<file path="src/rtl/nrdiv_pkg.sv">
// Shared types for the nonrestoring divider.
package nrdiv_pkg;
    // Sequencer states: waiting, iterating, final remainder correction.
    typedef enum logic [1:0] {
        ST_IDLE = 2'd0,
        ST_RUN  = 2'd1,
        ST_FIX  = 2'd2
    } nrdiv_state_e;
endpackage

</file>
<file path="src/rtl/nrdiv_step.sv">
// One nonrestoring iteration, purely combinational.
// Shifts {acc, q} left by one. Then subtracts the divisor if the incoming
// accumulator sign is 0, or adds it if the sign is 1, and writes the inverted
// new sign into the quotient LSB.
// Assumes WIDTH >= 2; the accumulator is WIDTH+1 bits, two's complement.
module nrdiv_step #(
    parameter int WIDTH = 8
) (
    input  logic [WIDTH:0]   acc_i,
    input  logic [WIDTH-1:0] q_i,
    input  logic [WIDTH-1:0] m_i,
    output logic [WIDTH:0]   acc_o,
    output logic [WIDTH-1:0] q_o
);
    localparam int AW = WIDTH + 1;

    logic [AW-1:0] shifted;
    logic [AW-1:0] m_ext;
    logic [AW-1:0] sum;

    // Shift, choose add or subtract from the old sign, set quotient bit.
    always_comb begin
        shifted = {acc_i[WIDTH-1:0], q_i[WIDTH-1]};
        m_ext   = {1'b0, m_i};
        if (acc_i[WIDTH]) begin
            sum = shifted + m_ext;
        end else begin
            sum = shifted - m_ext;
        end
        acc_o = sum;
        q_o   = {q_i[WIDTH-2:0], ~sum[WIDTH]};
    end
endmodule

</file>
<file path="src/rtl/nrdiv_fix.sv">
// Final remainder correction, combinational.
// Adds the divisor back once when the accumulator ended negative.
// Assumes the accumulator lies in [-m, m) after the loop.
module nrdiv_fix #(
    parameter int WIDTH = 8
) (
    input  logic [WIDTH:0]   acc_i,
    input  logic [WIDTH-1:0] m_i,
    output logic [WIDTH:0]   acc_o
);
    // Restore a negative remainder with a single addition.
    always_comb begin
        if (acc_i[WIDTH]) begin
            acc_o = acc_i + {1'b0, m_i};
        end else begin
            acc_o = acc_i;
        end
    end
endmodule

</file>
<file path="src/rtl/nrdiv_ctrl.sv">
// Sequencer for the divider.
// Accepts a start only when idle. A zero divisor completes at once with the
// error flag set. Otherwise it runs WIDTH step cycles and one correction
// cycle, then pulses done. Synchronous active-low reset.
module nrdiv_ctrl
    import nrdiv_pkg::*;
#(
    parameter int WIDTH = 8
) (
    input  logic clk,
    input  logic rst_n,
    input  logic start_i,
    input  logic zero_i,
    output logic load_o,
    output logic zload_o,
    output logic step_o,
    output logic fix_o,
    output logic busy_o,
    output logic done_o,
    output logic err_o
);
    localparam int CW = $clog2(WIDTH + 1);
    localparam logic [CW-1:0] LAST = CW'(WIDTH - 1);

    nrdiv_state_e state;
    logic [CW-1:0] cnt;
    logic          last;

    // Decode control strobes from the state.
    always_comb begin
        load_o  = (state == ST_IDLE) && start_i && !zero_i;
        zload_o = (state == ST_IDLE) && start_i && zero_i;
        step_o  = (state == ST_RUN);
        fix_o   = (state == ST_FIX);
        busy_o  = (state != ST_IDLE);
        last    = (cnt == LAST);
    end

    // State, step counter, done pulse and error flag.
    always_ff @(posedge clk) begin
        if (!rst_n) begin
            state  <= ST_IDLE;
            cnt    <= '0;
            done_o <= 1'b0;
            err_o  <= 1'b0;
        end else begin
            done_o <= 1'b0;
            case (state)
                ST_IDLE: begin
                    if (load_o) begin
                        state <= ST_RUN;
                        cnt   <= '0;
                        err_o <= 1'b0;
                    end else if (zload_o) begin
                        done_o <= 1'b1;
                        err_o  <= 1'b1;
                    end
                end
                ST_RUN: begin
                    cnt <= cnt + 1'b1;
                    if (last) begin
                        state <= ST_FIX;
                    end
                end
                ST_FIX: begin
                    state  <= ST_IDLE;
                    done_o <= 1'b1;
                end
                default: state <= ST_IDLE;
            endcase
        end
    end

    // done lasts one cycle.
    a_r4_done_pulse: assert property (@(posedge clk) disable iff (!rst_n)
        done_o |=> !done_o);

    // the last step is followed by the correction cycle.
    a_r2_fix_after_last: assert property (@(posedge clk) disable iff (!rst_n)
        (step_o && last) |=> fix_o);

    // a start during a run does not disturb the step count.
    a_r6_start_ignored: assert property (@(posedge clk) disable iff (!rst_n)
        (step_o && start_i && !last) |=> (step_o && cnt == CW'($past(cnt) + 1'b1)));

    // a zero divisor finishes immediately with the flag set.
    a_r7_zero_done: assert property (@(posedge clk) disable iff (!rst_n)
        zload_o |=> (done_o && err_o && !busy_o));
endmodule

</file>
<file path="src/rtl/nrdiv_top.sv">
// Iterative nonrestoring unsigned divider, top level.
// Holds the accumulator, the dividend/quotient register and the divisor,
// and applies one step or the correction each cycle as the sequencer asks.
// Assumes WIDTH >= 2. Synchronous active-low reset.
module nrdiv_top #(
    parameter int WIDTH = 8
) (
    input  logic             clk,
    input  logic             rst_n,
    input  logic             start_i,
    input  logic [WIDTH-1:0] dividend_i,
    input  logic [WIDTH-1:0] divisor_i,
    output logic             busy_o,
    output logic             done_o,
    output logic             div0_o,
    output logic [WIDTH-1:0] quotient_o,
    output logic [WIDTH-1:0] remainder_o
);
    localparam int AW = WIDTH + 1;

    logic [AW-1:0]    acc_q;
    logic [WIDTH-1:0] q_q;
    logic [WIDTH-1:0] m_q;
    logic [AW-1:0]    acc_step;
    logic [WIDTH-1:0] q_step;
    logic [AW-1:0]    acc_fix;
    logic load, zload, step, fix;
    logic zero;

    // Flag a zero divisor at the operand inputs.
    always_comb zero = (divisor_i == '0);

    nrdiv_ctrl #(.WIDTH(WIDTH)) u_ctrl (
        .clk     (clk),
        .rst_n   (rst_n),
        .start_i (start_i),
        .zero_i  (zero),
        .load_o  (load),
        .zload_o (zload),
        .step_o  (step),
        .fix_o   (fix),
        .busy_o  (busy_o),
        .done_o  (done_o),
        .err_o   (div0_o)
    );

    nrdiv_step #(.WIDTH(WIDTH)) u_step (
        .acc_i (acc_q),
        .q_i   (q_q),
        .m_i   (m_q),
        .acc_o (acc_step),
        .q_o   (q_step)
    );

    nrdiv_fix #(.WIDTH(WIDTH)) u_fix (
        .acc_i (acc_q),
        .m_i   (m_q),
        .acc_o (acc_fix)
    );

    // Datapath registers: load, iterate or correct.
    always_ff @(posedge clk) begin
        if (!rst_n) begin
            acc_q <= '0;
            q_q   <= '0;
            m_q   <= '0;
        end else if (load) begin
            acc_q <= '0;
            q_q   <= dividend_i;
            m_q   <= divisor_i;
        end else if (zload) begin
            acc_q <= {1'b0, dividend_i};
            q_q   <= '1;
            m_q   <= '0;
        end else if (step) begin
            acc_q <= acc_step;
            q_q   <= q_step;
        end else if (fix) begin
            acc_q <= acc_fix;
        end
    end

    // Drive the result ports from the registers.
    always_comb begin
        quotient_o  = q_q;
        remainder_o = acc_q[WIDTH-1:0];
    end

    // a finished remainder is non-negative and below the divisor.
    a_r10_rem_bound: assert property (@(posedge clk) disable iff (!rst_n)
        (done_o && !div0_o) |-> (!acc_q[WIDTH] && remainder_o < m_q));

    // results hold while idle without a start.
    a_r5_hold: assert property (@(posedge clk) disable iff (!rst_n)
        (!busy_o && !start_i) |=> ($stable(quotient_o) && $stable(remainder_o) && $stable(div0_o)));

    // busy and done never overlap.
    a_r3_busy_done: assert property (@(posedge clk) disable iff (!rst_n)
        done_o |-> !busy_o);
endmodule

</file>
<file path="config.mk">
export PLATFORM = sky130hd
export DESIGN_NAME = nrdiv_top
export DESIGN_NICKNAME = d
export VERILOG_FILES = /design/src/rtl/nrdiv_pkg.sv /design/src/rtl/nrdiv_step.sv /design/src/rtl/nrdiv_fix.sv /design/src/rtl/nrdiv_ctrl.sv /design/src/rtl/nrdiv_top.sv
export SDC_FILE = /design/constraint.sdc
export NUM_CORES = 1
export LEC_CHECK = 0
export BUFFER_PORTS_ARGS = -buffer_cell sky130_fd_sc_hd__buf_2
export CAP_MARGIN = 5
export CORE_MARGIN = 8
export CORE_UTILIZATION = 30
export DETAILED_ROUTE_END_ITERATION = 10
export PLACE_DENSITY = 0.44
export SLEW_MARGIN = 20
export SYNTH_ARGS = -nofsm -noshare
export SYNTH_HDL_FRONTEND = slang
export SYNTH_HIERARCHICAL = 1
export SYNTH_SLANG_ARGS = --single-unit
</file>
<file path="constraint.sdc">
create_clock -name clk -period 3.4 [get_ports clk]
set_clock_uncertainty 0.05 [all_clocks]
set_input_delay 0.34 -clock clk [delete_from_list [all_inputs] [get_ports clk]]
set_output_delay 0.34 -clock clk [all_outputs]
set_load 0.05 [all_outputs]
</file>
==> results.md <==
- Synth Flop Type: dfxtp_1
- Clock latency on the worst-skew pair: 0.28 ns
- All-Layer GR Usage: 0.1219
- Root Driver: clkbuf_8
- VDD IR max: 0.1944 mV
- Compound-Gate Fraction of Synth Area: 0.2411
- Layout Utilization: 0.3362
- Die ar.: 0.01235 mm2
- Synth Register Bits: 33
- H-tree depth: 2
- Flop pwr share: 0.386
- Max clock buf depth: 2
- Drt wl/cell: 16.55 um
- Area delta synth->final: 8.576%
- Syn_area_per_cell: 8.274 um2
- Critical path endpoint category: flip-flop
- DRC: 0
- CTS buffer count: 5
- Switch share: 0.3685
- DP HPWL: 5737 um
- CTS tree: yes
- Xor/xnor share of the synthesized area: 0.05118
- Pint: 731.9 uW
- Ports: 38
- Initial antenna violation count: 0
- Drt total wl: 7512 um
- # rows: 34
- CTS clk-pin slew, worst paths: 0.07 ns
- Slowest stage delay, CP: 0.41 ns
- Input/output buffers: 37
- Core box area: 0.008763 mm2
- Final worst slack: 0.5866 ns
- Die height: 111.1 um
- Pwr dens: 393.3 mW/mm2
- CTS resizes: 0
- Vias in the first global route: 2423
- Status: finished clean
- RSZ-0062 raised after global routing: false
- Post-Synth Adder-Cell Area: 0.09774
- Multi-input gate area: 0.001767 mm2
- Post-synth EDFFs: 0
- Fill count: 950
- Synth Warn #: 6
- Mapped Area: 0.002714 mm2
- Max-cap viol count: 0
- Placed cell area: 0.002860 mm2
- Period minus WS final: 2.813 ns
- Gate power share: 0.346
- Share of cells above drive strength 1: 0.1850
- DRT antenna net count: 0
- Via-per-instance ratio: 5.126
- Final period utilization: 0.8275
- LEAKAGE: 1.185 nW
- Largest family of logic cells by synthesized area: compound AO/OA/AOI/OAI gates
- Worst-Margin Slew: 1.008 ns
- Vias: 2327
- Synthesized instance count: 328
- Async SR Flop Fraction: 0
- Drt first-iter violations: 117
- Gr ovfl total: 0
- CTS Hold Buffers Added: 0
- Critical Path Start Type: flip-flop
- Finished Cell Area: 0.002947 mm2
- First-pass GRT wire length: 12570 um
- Slew Limit Fails: 0
- Data arrival, critical path: 2.94 ns
- CP max FO: 5
- Starting Density: 0.3097
- Largest net degree at the start of global routing: 31
- Fmax: 0.3554 GHz
- Critical Path RT: 3.53 ns
- Clock share of power: 0.268
- GP Congestion: 0.8185
- Register area share after synthesis: 0.2434
- Simple-gate share of the synthesized area: 0.1955
- Syn Nets: 367
- Portion of netlist area occupied by mux cells: 0.06547
- Setup TNS: 0 ns
- Post-CTS setup buffers: 0
- Crit-path slowest cell: dfxtp_1
- FF+latch area: 660.6 um2
- Cell variety after synth: 52
- Die X: 111.1 um
- NumNets Final: 385
- Final setup viols: 0
- Worst-path cell chain: inv_1 > ha_1 > nor2_1 > xnor2_1 > ha_1 > nor2b_4 > o31a_4 > o21a_1 > o31a_1 > a21oi_1 > o21ai_0 > a32o_1
- WS Path Type: flip-flop to flip-flop
- Inserted Diodes: 0
- Rel. slew slack: 0.3241
- DRT Pass-1 Iters: 4
- Final hold slack: 0.2739 ns
- Switching power: 427.0 uW
- Worst hold path class: input port to flip-flop
- Most used cell along the critical path: ha_1
- CTS sink cnt: 33
- Placement Setup Slack: 0.6115 ns
- Final Hold Viols: 0
metal layers:
layer | up-vias | part of all wire | GRT usage
met3 | 8 | 0.014 | 0.01732
met1 | 1086 | 0.50 | 0.1589
met5 | - | 0 | 0
met4 | 0 | 0.016 | 0.03733
met2 | 33 | 0.47 | 0.2011
li1 | 1200 | - | -
layout by cell type (no fill, tap or decap), drive strengths merged, types with 11 or more instances in the layout:
| cell type | instances |
|---|---|
| buf | 42 |
| a21oi | 41 |
| dfxtp | 33 |
| o21ai | 30 |
| inv | 19 |
| ha | 18 |
| nand2 | 15 |
| nor2 | 15 |
| nor2b | 12 |
| mux2i | 11 |
power by group through the flow:
stage	logic [mW]	clock network (mW)	registers (mW)
floorplan	0.308	0	0.477
global placement	0.402	0	0.456
detailed placement	0.402	0	0.457
CTS	0.404	0.326	0.448
global route	0.446	0.336	0.453
finish	0.402	0.311	0.447
kinds of logic after synthesis:
kind of cell             after synthesis
multiplexers                          17
AO/OA/AOI/OAI                        104
XOR/XNOR                              15
buffers and inverters                 51
adder cells (fa/ha/maj)               20
AND/OR/NAND/NOR                       88
flip-flops                            33
per-stage QoR:
step	instances	power (mW)
floorplan	328	0.7851
global placement	447	0.8584
detailed placement	447	0.8587
CTS	454	1.178
global route	454	1.234
finish	454	1.159
worst max-delay path: cells and delay by family (launching register included):
kind	cells	cell delay, ns
AOI/OAI and AO/OA	6	1.18
buffers and inverters	1	0.07
xor gates and xnor gates	1	0.15
DFF	1	0.41
and+or+nand+nor	2	0.29
adders and majority gates	2	0.54
sequential cells by signal, indices dropped and copies added (netlist names):
| name | flops |
|---|---|
| u_ctrl/state | 2 |
| acc_q | 9 |
| u_ctrl/done_o | 1 |
| quotient_o | 8 |
| u_ctrl/err_o | 1 |
| u_ctrl/cnt | 4 |
| m_q | 8 |
final timing paths:
kind                   startpoint            end  slack, ns  depth (start not counted)
hold reg to reg   u_ctrl/state[0]  u_ctrl/done_o       0.45                          1
setup / recovery           m_q[0]       acc_q[6]       0.59                         12
setup reg to reg           m_q[0]       acc_q[6]       0.59                         12
hold / removal       divisor_i[7]         m_q[7]       0.27                          3
cell type report:
type	instances	area share
Inverter	20	0.02548
Multi-Input combinational cell	244	0.5996
Tap cell	108	0.04586
Sequential cell	33	0.2242
Timing Repair Buffer	42	0.07558
Clock buffer	7	0.02930
cells in the mapped netlist, types with 2 or more instances:
| cell | count | share of area |
|---|---|---|
| nor2b_4 | 2 | 0.010 |
| or2b_1 | 3 | 0.0083 |
| xnor2_1 | 8 | 0.026 |
| fa_1 | 2 | 0.015 |
| clkbuf_1 | 3 | 0.0041 |
| buf_2 | 6 | 0.011 |
| nand2_1 | 15 | 0.021 |
| buf_6 | 2 | 0.0083 |
| o31a_1 | 2 | 0.0065 |
| nor2b_1 | 10 | 0.023 |
| mux2i_1 | 11 | 0.041 |
| nor2_1 | 14 | 0.019 |
| nand2b_1 | 6 | 0.014 |
| a21o_1 | 2 | 0.0055 |
| nor3_1 | 6 | 0.011 |
| o31ai_1 | 2 | 0.0055 |
| o21a_1 | 4 | 0.011 |
| or3_1 | 2 | 0.0046 |
| inv_1 | 20 | 0.028 |
| buf_4 | 19 | 0.053 |
| dfxtp_1 | 33 | 0.24 |
| a31oi_1 | 3 | 0.0069 |
| nor4_1 | 2 | 0.0046 |
| a32o_1 | 9 | 0.033 |
| a211oi_1 | 4 | 0.011 |
| o21ai_0 | 30 | 0.055 |
| nand3b_1 | 2 | 0.0055 |
| a21oi_1 | 41 | 0.076 |
| ha_1 | 18 | 0.083 |
| xor2_1 | 6 | 0.019 |
| nand3_1 | 6 | 0.011 |
| or4_1 | 2 | 0.0055 |
| mux2_2 | 6 | 0.025 |
| nor3b_1 | 9 | 0.025 |
Power figures use the tool's default switching activity.
